--- config.mk ---
export PLATFORM = sky130hd
export DESIGN_NAME = dbell_mailbox
export DESIGN_NICKNAME = d
export VERILOG_FILES = /design/src/rtl/dbell_pkg.sv /design/src/rtl/dbell_decode.sv /design/src/rtl/dbell_word.sv /design/src/rtl/dbell_id_rom.sv /design/src/rtl/dbell_mailbox.sv
export SDC_FILE = /design/constraint.sdc
export NUM_CORES = 1
export LEC_CHECK = 0
export BUFFER_PORTS_ARGS = -buffer_cell sky130_fd_sc_hd__buf_2
export CORE_UTILIZATION = 53
export CTS_CLUSTER_DIAMETER = 40
export CTS_CLUSTER_SIZE = 30
export DETAILED_ROUTE_END_ITERATION = 7
export PLACE_DENSITY = 0.86
export SYNTH_ARGS = -nofsm -noshare
export SYNTH_HDL_FRONTEND = slang
export SYNTH_HIERARCHICAL = 1
export SYNTH_SLANG_ARGS = --single-unit
--- constraint.sdc ---
create_clock -name clk -period 3.28 [get_ports clk]
set_clock_uncertainty 0.1 [all_clocks]
set_input_delay 0.656 -clock clk [delete_from_list [all_inputs] [get_ports clk]]
set_output_delay 0.656 -clock clk [all_outputs]
set_load 0.05 [all_outputs]
--- src/rtl/dbell_pkg.sv ---
package dbell_pkg;

    localparam int DB_ADDR_W   = 12;
    localparam int DB_DATA_W   = 32;
    localparam int DB_BELL_W   = 4;
    localparam int DB_NUM_CPU  = 2;
    localparam int DB_ID_COUNT = 12;

    // Offsets inside the window; CPU B is CPU A plus the stride.
    localparam logic [DB_ADDR_W-1:0] OFS_STAT_A = 12'h000;
    localparam logic [DB_ADDR_W-1:0] OFS_SET_A  = 12'h004;
    localparam logic [DB_ADDR_W-1:0] OFS_CLR_A  = 12'h008;
    localparam logic [DB_ADDR_W-1:0] OFS_STAT_B = 12'h010;
    localparam logic [DB_ADDR_W-1:0] OFS_SET_B  = 12'h014;
    localparam logic [DB_ADDR_W-1:0] OFS_CLR_B  = 12'h018;
    localparam logic [DB_ADDR_W-1:0] OFS_ID_LO  = 12'hFD0;

    typedef enum logic [2:0] {
        RG_NONE,
        RG_STAT,
        RG_SET,
        RG_CLR,
        RG_ID
    } region_e;

    typedef struct packed {
        region_e    kind;
        logic       cpu;
        logic [3:0] id_idx;
    } decode_t;

    function automatic logic [7:0] id_byte(input logic [3:0] idx);
        logic [7:0] v;
        case (idx)
            4'd0:    v = 8'h04;
            4'd4:    v = 8'h56;
            4'd5:    v = 8'hB8;
            4'd6:    v = 8'h0B;
            4'd8:    v = 8'h0D;
            4'd9:    v = 8'hF0;
            4'd10:   v = 8'h05;
            4'd11:   v = 8'hB1;
            default: v = 8'h00;
        endcase
        return v;
    endfunction

endpackage

--- src/rtl/dbell_decode.sv ---
module dbell_decode
    import dbell_pkg::*;
#(
    parameter int ADDR_W   = DB_ADDR_W,
    parameter int ID_COUNT = DB_ID_COUNT
) (
    input  logic [ADDR_W-1:0] addr,
    output decode_t           dec
);
    localparam logic [ADDR_W-1:0] ID_BASE = ADDR_W'((1 << ADDR_W) - 4 * ID_COUNT);

    always_comb begin
        dec        = '0;
        dec.kind   = RG_NONE;
        if (addr[1:0] != 2'b00) begin
            dec.kind = RG_NONE;
        end else if (addr >= ID_BASE) begin
            dec.kind   = RG_ID;
            dec.id_idx = addr[5:2] - ID_BASE[5:2];
        end else if (addr[ADDR_W-1:5] == '0) begin
            dec.cpu = addr[4];
            case (addr[3:2])
                2'd0:    dec.kind = RG_STAT;
                2'd1:    dec.kind = RG_SET;
                2'd2:    dec.kind = RG_CLR;
                default: dec.kind = RG_NONE;
            endcase
        end
    end
endmodule

--- src/rtl/dbell_word.sv ---
module dbell_word #(
    parameter int BELL_W = 4
) (
    input  logic              clk,
    input  logic              rst_n,
    input  logic              set_en,
    input  logic              clr_en,
    input  logic [BELL_W-1:0] mask,
    output logic [BELL_W-1:0] word,
    output logic              irq
);
    logic [BELL_W-1:0] word_d, word_q;

    always_comb begin
        word_d = word_q;
        if (set_en) word_d = word_q | mask;
        if (clr_en) word_d = word_d & ~mask;
    end

    always_ff @(posedge clk or negedge rst_n) begin
        if (!rst_n) word_q <= '0;
        else        word_q <= word_d;
    end

    assign word = word_q;
    assign irq  = |word_q;
endmodule

--- src/rtl/dbell_id_rom.sv ---
module dbell_id_rom
    import dbell_pkg::*;
#(
    parameter int DATA_W = DB_DATA_W
) (
    input  logic [3:0]        idx,
    output logic [DATA_W-1:0] value
);
    always_comb value = DATA_W'(id_byte(idx));
endmodule

--- src/rtl/dbell_mailbox.sv ---
module dbell_mailbox
    import dbell_pkg::*;
#(
    parameter int ADDR_W = DB_ADDR_W,
    parameter int DATA_W = DB_DATA_W,
    parameter int BELL_W = DB_BELL_W
) (
    input  logic              clk,
    input  logic              rst_n,
    input  logic              req,
    input  logic              we,
    input  logic [ADDR_W-1:0] addr,
    input  logic [DATA_W-1:0] wdata,
    output logic [DATA_W-1:0] rdata,
    output logic              err,
    output logic              irq_a,
    output logic              irq_b
);
    localparam int NUM_CPU = DB_NUM_CPU;

    typedef struct packed {
        logic [DATA_W-1:0] rdata;
        logic              err;
    } resp_t;

    decode_t           dec;
    logic [BELL_W-1:0] word [NUM_CPU];
    logic [NUM_CPU-1:0] irq;
    logic [DATA_W-1:0] id_val;
    resp_t             resp_d, resp_q;

    logic unused_wdata_hi;
    assign unused_wdata_hi = ^wdata[DATA_W-1:BELL_W];

    dbell_decode #(.ADDR_W(ADDR_W), .ID_COUNT(DB_ID_COUNT)) i_decode (
        .addr (addr),
        .dec  (dec)
    );

    dbell_id_rom #(.DATA_W(DATA_W)) i_id_rom (
        .idx   (dec.id_idx),
        .value (id_val)
    );

    for (genvar g = 0; g < NUM_CPU; g++) begin : g_cpu
        logic hit;
        assign hit = req && we && (dec.cpu == 1'(g));
        dbell_word #(.BELL_W(BELL_W)) i_word (
            .clk    (clk),
            .rst_n  (rst_n),
            .set_en (hit && dec.kind == RG_SET),
            .clr_en (hit && dec.kind == RG_CLR),
            .mask   (wdata[BELL_W-1:0]),
            .word   (word[g]),
            .irq    (irq[g])
        );
    end

    always_comb begin
        resp_d = '0;
        if (req) begin
            case (dec.kind)
                RG_STAT: begin
                    if (we) resp_d.err   = 1'b1;
                    else    resp_d.rdata = DATA_W'(word[dec.cpu]);
                end
                RG_SET, RG_CLR: begin
                    if (!we) resp_d.err = 1'b1;
                end
                RG_ID: begin
                    if (we) resp_d.err   = 1'b1;
                    else    resp_d.rdata = id_val;
                end
                default: resp_d.err = 1'b1;
            endcase
        end
    end

    always_ff @(posedge clk or negedge rst_n) begin
        if (!rst_n) resp_q <= '0;
        else        resp_q <= resp_d;
    end

    assign rdata = resp_q.rdata;
    assign err   = resp_q.err;
    assign irq_a = irq[0];
    assign irq_b = irq[1];
endmodule

==> out/metrics.cfg <==
[die]
num_io_pins=83
dieWidth_um=64.4
initial_utilization_pct=55.9
rows=22
core_um2=3690
die_height_um=64.4
fp.dieArea_um2=4140

[timing]
grt_setup_unrepaired=no
slew_violations=0
setup_violations=0
setup_tns_ps=0
hold_violations=0
timing.fmax_mhz=337
finalCritPeriodShare_pct=90.5
worst_slew_pin_slew_ps=935
layout_min_cycle_time_ps=2970
slew_headroom_pct=37.1
holdWs_ps=381
setup_ws_ps=312

[yosys]
synth_edf_count=0
syn_inst=188
avgSynthCellArea_um2=11.0
ys_ff_latch=41
seq_area_frac_synth_pct=49.8
ys_types=37
synth_top_cell_by_area=dfrtp_1
async_flop_share_pct=100
synth.most_common_cell=dfrtp_1
yosys-top-cells-area=dfrtp_1, buf_4, and2_1, ha_1, a21oi_1
synth_commonest_cells=dfrtp_1, and2_1, buf_4
ys_warn_count=6
synthFlopType=dfrtp_1
synth.top_cell.area_share_pct=49.8
syn_area_um2=2060

[cts]
clk_pin_slew_ps=70
cts_buffers=5
postCtsHoldBufs=0
cts_buffer_depth=2
post_cts_buffers=0
cts_tree=done
clock_latency_ps=280
cts_resized=0
cts.sinks=41
cts_max_level=2
cts_root_buffer=clkbuf_8

[power_and_ir_drop]
switching_power_uw=197
power_frac_seq_pct=52.4
clkPwrFrac_pct=42.5
intPower_uw=769
vdd_drop_max_mv=0.374
pwr-share-comb_pct=5.1
p_per_area_nw_per_um2=406
p_sw_share_pct=20.4
power.leakage_uw=0.00130

[global_route]
grt_overflow=0
antenna_found_initial=0
grt_pass1_vias=1302
grt_usage_pct=17.8
grt_first_pass_wirelength_mm=5.53
grt_max_degree=42

[placed_design]
post-place-ws_ps=44.9
post-dp-hpwl_mm=2.42
portBuffers=54
dp.cells=285
place_congestion=0.824

[drt]
wl_per_cell_um=11.1
drtIter0Drc=43
drc=0
wl_mm=3.26
via_per_inst=4.65
vias=1362
drtPass1Iterations=4
ant_nets=0

[critical_path]
timing.rr.start=g_cpu[1].i_word/word[2]
r2r-end=rdata[2]
crit_path_start_kind=primary input
worst-path-max-fanout=6
arrival_ps=3040
cpPeakStageDelay_ps=810
r2r_slack_ps=2160
r2r_cells=3
crit_start=addr[5]
slowest_stage=nor4_1
cp-end-kind=flip-flop
cp_cell_sequence=buf_2 > inv_1 > ha_1 > a21boi_0 > nor4_1 > inv_1 > ha_1 > a22o_1 > a22oi_1 > nor2_1
criticalPathCategory=in -> reg
worstPathRequired_ps=3350

[flow_run]
drv_cap=0

[final_layout]
antenna_cells=0
stdcell_count=293
fillers=325
fin_nets=301
drive_gt1_share_pct=31.0
area_growth_pct=15.6

[min_path]
hold_class=in -> async

[status]
outcome=complete, no violations

## state kept, by name, summed over array words and instances, names as in the netlist
name,flops
err,1
g_cpu.i_word/word,8
rdata,32
## how the worst max path moves through the flow
stage	end	cells after the start	slack (ps)
after floorplan	rdata[3]	9	520
after global placement	rdata[3]	10	120
after detailed placement	rdata[3]	10	40
after CTS	rdata[3]	10	340
after global routing	rdata[3]	10	100
final	rdata[3]	10	310
## final cells by class
cell class,count,area (µm²),area share [%]
flip-flops and latches,41,1030,43.0
multi-input cells,133,866,36.3
repair buffers,56,285,12.0
clock buffers,6,82.6,3.46
well taps,48,60.1,2.52
clock inverters,2,37.5,1.57
inverters,7,26.3,1.10
## critical path: cells and delay by family
kind / cells / cell delay (ps)
buffers and inverters: 3 / 420
AOI/OAI and AO/OA: 3 / 580
adders and majority gates: 2 / 510
and+or+nand+nor: 2 / 870
## power groups by stage
| stage | logic (µW) | clock network [µW] | registers, µW |
|---|---|---|---|
| 2_1_floorplan | 38.7 | 0 | 520 |
| 3_5_place_dp | 49.5 | 0 | 517 |
| 4_1_cts | 49.6 | 424 | 507 |
| 3_3_place_gp | 48.0 | 0 | 517 |
| 5_1_grt | 57.7 | 447 | 507 |
| 6_report | 49.5 | 411 | 507 |
## stage by stage
step | utilization, % | total power, µW | instance area, µm²
after CTS | 64.6 | 980 | 2380
after floorplan | - | 558 | 2150
after detailed placement | 61.4 | 566 | 2260
final | 64.6 | 967 | 2380
after global placement | 61.4 | 565 | 2260
after global routing | 64.6 | 1010 | 2380
## cells by family after synthesis
| kind of cell | count (synthesis) | synth area share [%] |
|---|---|---|
| and+or+nand+nor | 67 | 21.2 |
| DFF | 41 | 49.8 |
| buffers and inverters | 37 | 12.4 |
| AOI/OAI and AO/OA | 29 | 8.74 |
| adders and majority gates | 9 | 5.46 |
| muxes | 4 | 2.18 |
| other | 1 | 0.182 |
## cell usage in the layout, fill, tap and decap left out, types with 2 or more instances in the layout
master    count
nor3b_1       2
nand2_1       3
inv_1         7
a22o_1        4
ha_1          9
a21oi_1      16
buf_2        54
nand3_1       2
conb_1       24
clkbuf_8      6
nor2_1        8
and2_1       28
or4_1         2
nor4_2        2
mux2_2        4
nor3_1        2
nor4_1        5
a22oi_1       4
dfrtp_1      41
nor2b_1       3
buf_4         2
## metal layers
layer  share of wire [%]  GRT usage, %
met1                  42          19.3
met5                   0             0
met2                  52          32.5
met4                 1.7          7.22
met3                 4.4          4.46
(Power assumes the default switching activity.)
